==> src/rtl/occ_pkg.sv <==
package occ_pkg;
  localparam int CTL_W     = 4;
  localparam int SEL_BIT   = 3;
  localparam int IRQ_N     = 2;
  localparam int DIV_LAST  = 2;
  typedef logic [CTL_W-1:0] ctl_word_t;
  localparam ctl_word_t CTL_INIT = 4'b1000;
endpackage

==> src/rtl/occ_ctl_reg.sv <==
module occ_ctl_reg
  import occ_pkg::*;
(
  input  logic      clk,
  input  logic      rst,
  input  logic      wr_en,
  input  ctl_word_t wr_data,
  input  logic      reload,
  output ctl_word_t ctl_q
);
  always_ff @(posedge clk) begin
    if (rst) begin
      ctl_q <= CTL_INIT;
    end else if (reload) begin
      ctl_q <= CTL_INIT;
    end else if (wr_en) begin
      ctl_q <= wr_data;
    end
  end
endmodule

==> src/rtl/occ_wake_det.sv <==
module occ_wake_det
  import occ_pkg::*;
#(
  parameter int NKEY = 4
) (
  input  logic             clk,
  input  logic             rst,
  input  logic [NKEY-1:0]  key_in,
  input  logic [NKEY-1:0]  key_en,
  input  logic [IRQ_N-1:0] irq_pin,
  input  logic [IRQ_N-1:0] irq_pol,
  output logic             wake
);
  logic [NKEY-1:0]  key_q;
  logic [NKEY-1:0]  key_fall;
  logic [IRQ_N-1:0] irq_hit;

  always_ff @(posedge clk) begin
    if (rst) key_q <= '1;
    else     key_q <= key_in;
  end

  genvar gk;
  generate
    for (gk = 0; gk < NKEY; gk++) begin : g_key
      assign key_fall[gk] = key_en[gk] & key_q[gk] & ~key_in[gk];
    end
  endgenerate

  genvar gi;
  generate
    for (gi = 0; gi < IRQ_N; gi++) begin : g_irq
      assign irq_hit[gi] = ~(irq_pin[gi] ^ irq_pol[gi]);
    end
  endgenerate

  assign wake = (|key_fall) | (|irq_hit);


  key_edge_chk: assert property (@(posedge clk) disable iff (rst)
    (key_en == '1 && key_in == '1 && irq_hit == '0) |-> !wake);
endmodule

==> src/rtl/occ_stop_wait.sv <==
module occ_stop_wait #(
  parameter int WAIT_CYCLES = 256
) (
  input  logic clk,
  input  logic rst,
  input  logic pof,
  input  logic wake,
  output logic stopped,
  output logic ready,
  output logic restart
);
  localparam int CW = (WAIT_CYCLES > 2) ? $clog2(WAIT_CYCLES) : 1;
  localparam logic [CW-1:0] CNT_LAST = CW'(WAIT_CYCLES - 1);

  logic [CW-1:0] cnt;

  assign restart = stopped & wake;

  always_ff @(posedge clk) begin
    if (rst) begin
      stopped <= 1'b0;
      ready   <= 1'b0;
      cnt     <= '0;
    end else if (restart) begin
      stopped <= 1'b0;
      ready   <= 1'b0;
      cnt     <= '0;
    end else if (pof && !wake) begin
      stopped <= 1'b1;
      ready   <= 1'b0;
      cnt     <= '0;
    end else if (!stopped && !ready) begin
      if (cnt == CNT_LAST) ready <= 1'b1;
      else                 cnt   <= cnt + 1'b1;
    end
  end


  stop_not_ready_chk: assert property (@(posedge clk) disable iff (rst)
    stopped |-> !ready);


  wake_wins_chk: assert property (@(posedge clk) disable iff (rst)
    (pof && wake) |=> !stopped);


  run_keep_chk: assert property (@(posedge clk) disable iff (rst)
    (ready && wake) |=> ready);
endmodule

==> src/rtl/occ_divider.sv <==
module occ_divider
  import occ_pkg::*;
(
  input  logic clk,
  input  logic rst,
  input  logic run,
  input  logic sel_mid,
  output logic sys_ce,
  output logic inst_ce,
  output logic mode_mid
);
  logic       pre_ph;
  logic [1:0] div_cnt;
  logic       pre_tick;
  logic       cyc_end;

  assign pre_tick = ~mode_mid | pre_ph;
  assign cyc_end  = pre_tick & (div_cnt == 2'(DIV_LAST));

  always_ff @(posedge clk) begin
    if (rst) begin
      pre_ph   <= 1'b0;
      div_cnt  <= '0;
      mode_mid <= CTL_INIT[SEL_BIT];
      sys_ce   <= 1'b0;
      inst_ce  <= 1'b0;
    end else if (!run) begin
      pre_ph   <= 1'b0;
      div_cnt  <= '0;
      mode_mid <= sel_mid;
      sys_ce   <= 1'b0;
      inst_ce  <= 1'b0;
    end else begin
      sys_ce  <= pre_tick;
      inst_ce <= cyc_end;
      if (cyc_end) begin
        div_cnt  <= '0;
        pre_ph   <= 1'b0;
        mode_mid <= sel_mid;
      end else begin
        if (pre_tick) div_cnt <= div_cnt + 2'd1;
        pre_ph <= mode_mid ? ~pre_ph : 1'b0;
      end
    end
  end


  gate_chk: assert property (@(posedge clk) disable iff (rst)
    !run |=> (!sys_ce && !inst_ce));


  inst_space_chk: assert property (@(posedge clk) disable iff (rst)
    inst_ce |=> !inst_ce);


  mode_edge_chk: assert property (@(posedge clk) disable iff (rst)
    ((mode_mid != $past(mode_mid)) && $past(run)) |-> inst_ce);
endmodule

==> src/rtl/osc_clock_ctrl.sv <==
module osc_clock_ctrl
  import occ_pkg::*;
#(
  parameter int WAIT_CYCLES = 256,
  parameter int NKEY        = 4
) (
  input  logic             clk,
  input  logic             rst,
  input  logic             ctl_wr,
  input  logic [3:0]       ctl_wdata,
  output logic [3:0]       ctl_rdata,
  input  logic             pof_req,
  input  logic [NKEY-1:0]  key_in,
  input  logic [NKEY-1:0]  key_en,
  input  logic [1:0]       irq_pin,
  input  logic [1:0]       irq_pol,
  output logic             osc_run,
  output logic             clk_ready,
  output logic             sys_ce,
  output logic             inst_ce,
  output logic             speed_mid
);
  ctl_word_t ctl_q;
  logic      wake;
  logic      stopped;
  logic      ready;
  logic      restart;

  occ_ctl_reg u_ctl (
    .clk     (clk),
    .rst     (rst),
    .wr_en   (ctl_wr),
    .wr_data (ctl_wdata),
    .reload  (restart),
    .ctl_q   (ctl_q)
  );

  occ_wake_det #(.NKEY(NKEY)) u_wake (
    .clk     (clk),
    .rst     (rst),
    .key_in  (key_in),
    .key_en  (key_en),
    .irq_pin (irq_pin),
    .irq_pol (irq_pol),
    .wake    (wake)
  );

  occ_stop_wait #(.WAIT_CYCLES(WAIT_CYCLES)) u_stop (
    .clk     (clk),
    .rst     (rst),
    .pof     (pof_req),
    .wake    (wake),
    .stopped (stopped),
    .ready   (ready),
    .restart (restart)
  );

  occ_divider u_div (
    .clk      (clk),
    .rst      (rst),
    .run      (ready),
    .sel_mid  (ctl_q[SEL_BIT]),
    .sys_ce   (sys_ce),
    .inst_ce  (inst_ce),
    .mode_mid (speed_mid)
  );

  assign ctl_rdata = ctl_q;
  assign osc_run   = ~stopped;
  assign clk_ready = ready;


  reload_chk: assert property (@(posedge clk) disable iff (rst)
    $fell(stopped) |-> (ctl_q == CTL_INIT));


  stop_quiet_chk: assert property (@(posedge clk) disable iff (rst)
    (stopped && $past(stopped)) |-> (!sys_ce && !inst_ce));
endmodule

==> config.mk <==
export PLATFORM = sky130hd
export DESIGN_NAME = osc_clock_ctrl
export DESIGN_NICKNAME = d
export VERILOG_FILES = /design/src/rtl/occ_pkg.sv /design/src/rtl/occ_ctl_reg.sv /design/src/rtl/occ_wake_det.sv /design/src/rtl/occ_stop_wait.sv /design/src/rtl/occ_divider.sv /design/src/rtl/osc_clock_ctrl.sv
export SDC_FILE = /design/constraint.sdc
export NUM_CORES = 1
export LEC_CHECK = 0
export ABC_AREA = 1
export BUFFER_PORTS_ARGS = -buffer_cell sky130_fd_sc_hd__buf_2
export CORE_UTILIZATION = 46
export CTS_BUF_LIST = sky130_fd_sc_hd__clkbuf_4 sky130_fd_sc_hd__clkbuf_8
export DETAILED_ROUTE_END_ITERATION = 6
export GPL_TIMING_DRIVEN = 0
export PLACE_DENSITY = 0.71
export SETUP_SLACK_MARGIN = 0.2
export SLEW_MARGIN = 40
export SYNTH_ARGS = -nofsm -noshare
export SYNTH_HDL_FRONTEND = slang
export SYNTH_SLANG_ARGS = --single-unit
==> constraint.sdc <==
create_clock -name clk -period 2.7 [get_ports clk]
set_input_delay 0.405 -clock clk [delete_from_list [all_inputs] [get_ports clk]]
set_output_delay 0.405 -clock clk [all_outputs]
set_load 0.05 [all_outputs]
==> results.json <==
{
  "run_status": "finished clean",
  "cts_sinks": 24,
  "critPathLaunchType": "flip-flop",
  "fmax_mhz": 676,
  "post_drt_wl_per_cell_um": 9.08,
  "portBuffers": 27,
  "clk_latency_ps": 300,
  "maxSlewHeadroom": 0.814,
  "max_stage_delay_ps": 400,
  "grt_pass1_wl_mm": 3.51,
  "num_rows": 17,
  "first_global_vias": 905,
  "maxCapViolations": 0,
  "final-setup-viol-count": 0,
  "hp-class": "in2reg",
  "die_h_um": 51.5,
  "skew_ps": 1.55,
  "cp_slowest_cell": "dfxtp_1",
  "p_leak_nw": 0.637,
  "pin_count": 29,
  "layout_commonest_cell": "nand2_1",
  "hold_depth": 3,
  "track_usage": 0.179,
  "drive_above_1_share": 0.258,
  "htree_num_levels": 1,
  "hold_end": "u_wake.key_q[2]",
  "nFillCells": 226,
  "grt.met1_usage": 0.204,
  "synth_fp_nets": 169,
  "pwr_density_cell_nw_per_um2": 488,
  "areaGrowthSynthToFinish_pct": 18.3,
  "cp_top_family": "flip-flops",
  "cts_made_buffers": 3,
  "ir_worst_vdd_mv": 0.377,
  "r2r_cells": 9,
  "ctsHoldBuffers": 0,
  "cts_buffer_depth": 2,
  "die_area_sq_um": 2650,
  "rrSetupSlack_ps": 1370,
  "core_area_sq_um": 2250,
  "num_vias": 945,
  "ys_ff_latch": 24,
  "use_met2": 0.307,
  "cts_root_buffer": "clkbuf_4",
  "synth_warnings": 0,
  "grt_util_met3": 0.0351,
  "cp-end-kind": "primary output",
  "yosysUniqueCellTypes": 26,
  "slew_viol_final": 0,
  "ant_nets": 0,
  "totalWireLength_mm": 1.87,
  "grt-busiest-layer": "met2",
  "via_per_inst": 4.59,
  "finalHoldViolCount": 0,
  "min_period_ps": 1480,
  "fp.dieW_um": 51.5,
  "antenna_cells": 0,
  "first_iter_violations": 4,
  "regToRegEndpoint": "u_stop.cnt[2]",
  "grt_setup_unrepaired": "no",
  "synth_area_sq_um": 1130,
  "total_power_mw": 0.651,
  "grt_max_degree": 14,
  "nets": 201,
  "holdCritStartpoint": "key_in[2]",
  "antenna_found_initial": 0,
  "worstPathRequired_ps": 2300,
  "start_util": 0.500,
  "clk_pin_slew_ps": 120,
  "r2r-start": "u_stop.cnt[0]",
  "syn_inst": 147,
  "gp_congestion": 0.795,
  "mostFrequentLayoutCells": "nand2_1 (34), buf_2 (27), dfxtp_1 (24)",
  "setup_tns_ps": 0,
  "ctsResizeCount": 0,
  "post_cts_buffers": 0,
  "critPathKind": "reg2out",
  "worstPathCellList": "buf_4 -> buf_2",
  "drc": 0,
  "cts_tree": "yes",
  "final_cells": 206,
  "worst_pin_slew_ps": 279,
  "first_pass_iters": 4,
  "avgSynthCellArea_sq_um": 7.67,
  "dp_hpwl_mm": 1.50,
  "overflow": 0,
  "seq_area_frac_synth": 0.426,
  "cp_max_fo": 3,
  "critPathBufInv": 2,
  "numPlacedInstances": 202,
  "period_share": 0.548,
  "cp.arrival_ps": 1070
}
[Yosys cell counts]
cell        n  area share
clkinv_1    1      0.0033
nand2_2     1      0.0056
o21ai_0     2      0.0089
a21oi_1     3       0.013
nand2_4     2       0.020
inv_1      22       0.073
mux2i_1     4       0.036
or2_2       1      0.0056
nand3_4     1       0.016
ha_1        2       0.022
clkbuf_1    1      0.0033
o2111ai_1   1      0.0078
o21ai_2     1      0.0078
buf_4       1      0.0067
xor2_1      3       0.023
nor3b_2     1       0.011
nand2_1    34        0.11
xnor2_1     2       0.016
dfxtp_1    24        0.43
nor2_1     18       0.060
nand4_1     2       0.011
nand3_1    13       0.058
inv_2       1      0.0033
nor3_2      1      0.0089
nor2_4      3       0.030
nor2_2      2       0.011
[final cells by class]
type / instances / area [sq um] / share of cell area
multi-input cells: 97 / 546 / 0.409
plain buffers: 2 / 11.3 / 0.00844
repair buffers: 27 / 135 / 0.101
well taps: 28 / 35.0 / 0.0263
inverters: 24 / 90.1 / 0.0675
flip-flops and latches: 24 / 480 / 0.360
clock buffers: 4 / 36.3 / 0.0272
[worst max path at each step]
stage | to | cells after the start | from | slack (ps)
floorplan | u_div.mode_mid | 7 | u_div.mode_mid | 1230
global placement | u_stop.cnt[1] | 9 | key_in[1] | 1380
detailed placement | u_stop.cnt[6] | 9 | key_in[1] | 1350
CTS | ctl_rdata[3] | 2 | u_ctl.ctl_q[3] | 1190
global route | ctl_rdata[3] | 2 | u_ctl.ctl_q[3] | 1150
finish | ctl_rdata[3] | 2 | u_ctl.ctl_q[3] | 1220
[worst register-to-register path: stages (launching register included)]
cell     delay, ps
dfxtp_1        390
ha_1           210
nand2_2         90
nor2_4         120
nand2_4        100
nand2_4        100
nand2_1         70
o21ai_2         70
inv_2           40
nor2_2          80
[metal layers]
| metal | vias to the layer above | share of wire | routed length (um) |
|---|---|---|---|
| met5 | - | 0 | 0 |
| met4 | 0 | 0.026 | 48 |
| li1 | 513 | - | - |
| met3 | 4 | 0.045 | 84 |
| met2 | 22 | 0.46 | 867 |
| met1 | 406 | 0.47 | 870 |
[metrics by stage]
stage               hold WS [ps]  instance area [sq um]   util  setup WS [ps]
finish                       283                   1330  0.592           1220
global route                 275                   1330  0.592           1150
CTS                          271                   1330  0.592           1190
detailed placement           456                   1300  0.575           1350
global placement             445                   1300  0.575           1380
floorplan                    436                   1130      -           1230
[report_power, final]
group	leakage (nW)	switching (mW)	internal, mW
Clock	0.0210	0.0999	0.0823
Combinational	0.420	0.0552	0.0371
Sequential	0.196	0.00904	0.368
Total	0.637	0.164	0.487
[logic make-up (layout without fill, tap and decap cells)]
logic type,after synthesis,in the layout,synth area share
compound gates,7,7,0.0377
xor+xnor,5,5,0.0389
fa+ha+maj,2,2,0.0222
buf+inv,26,57,0.0899
flops,24,24,0.426
mux,4,4,0.0355
simple gates,79,79,0.350
[flip-flops by register name, summed over array words and instances, names as in the netlist]
name and cells:
u_div.mode_mid 1, u_wake.key_q 4, u_stop.stopped 1, u_stop.ready 1, u_ctl.ctl_q 4, u_div.sys_ce 1, u_div.inst_ce 1, u_div.div_cnt 2
u_stop.cnt 8, u_div.pre_ph 1
No activity file was read; power rests on OpenSTA's default activity.
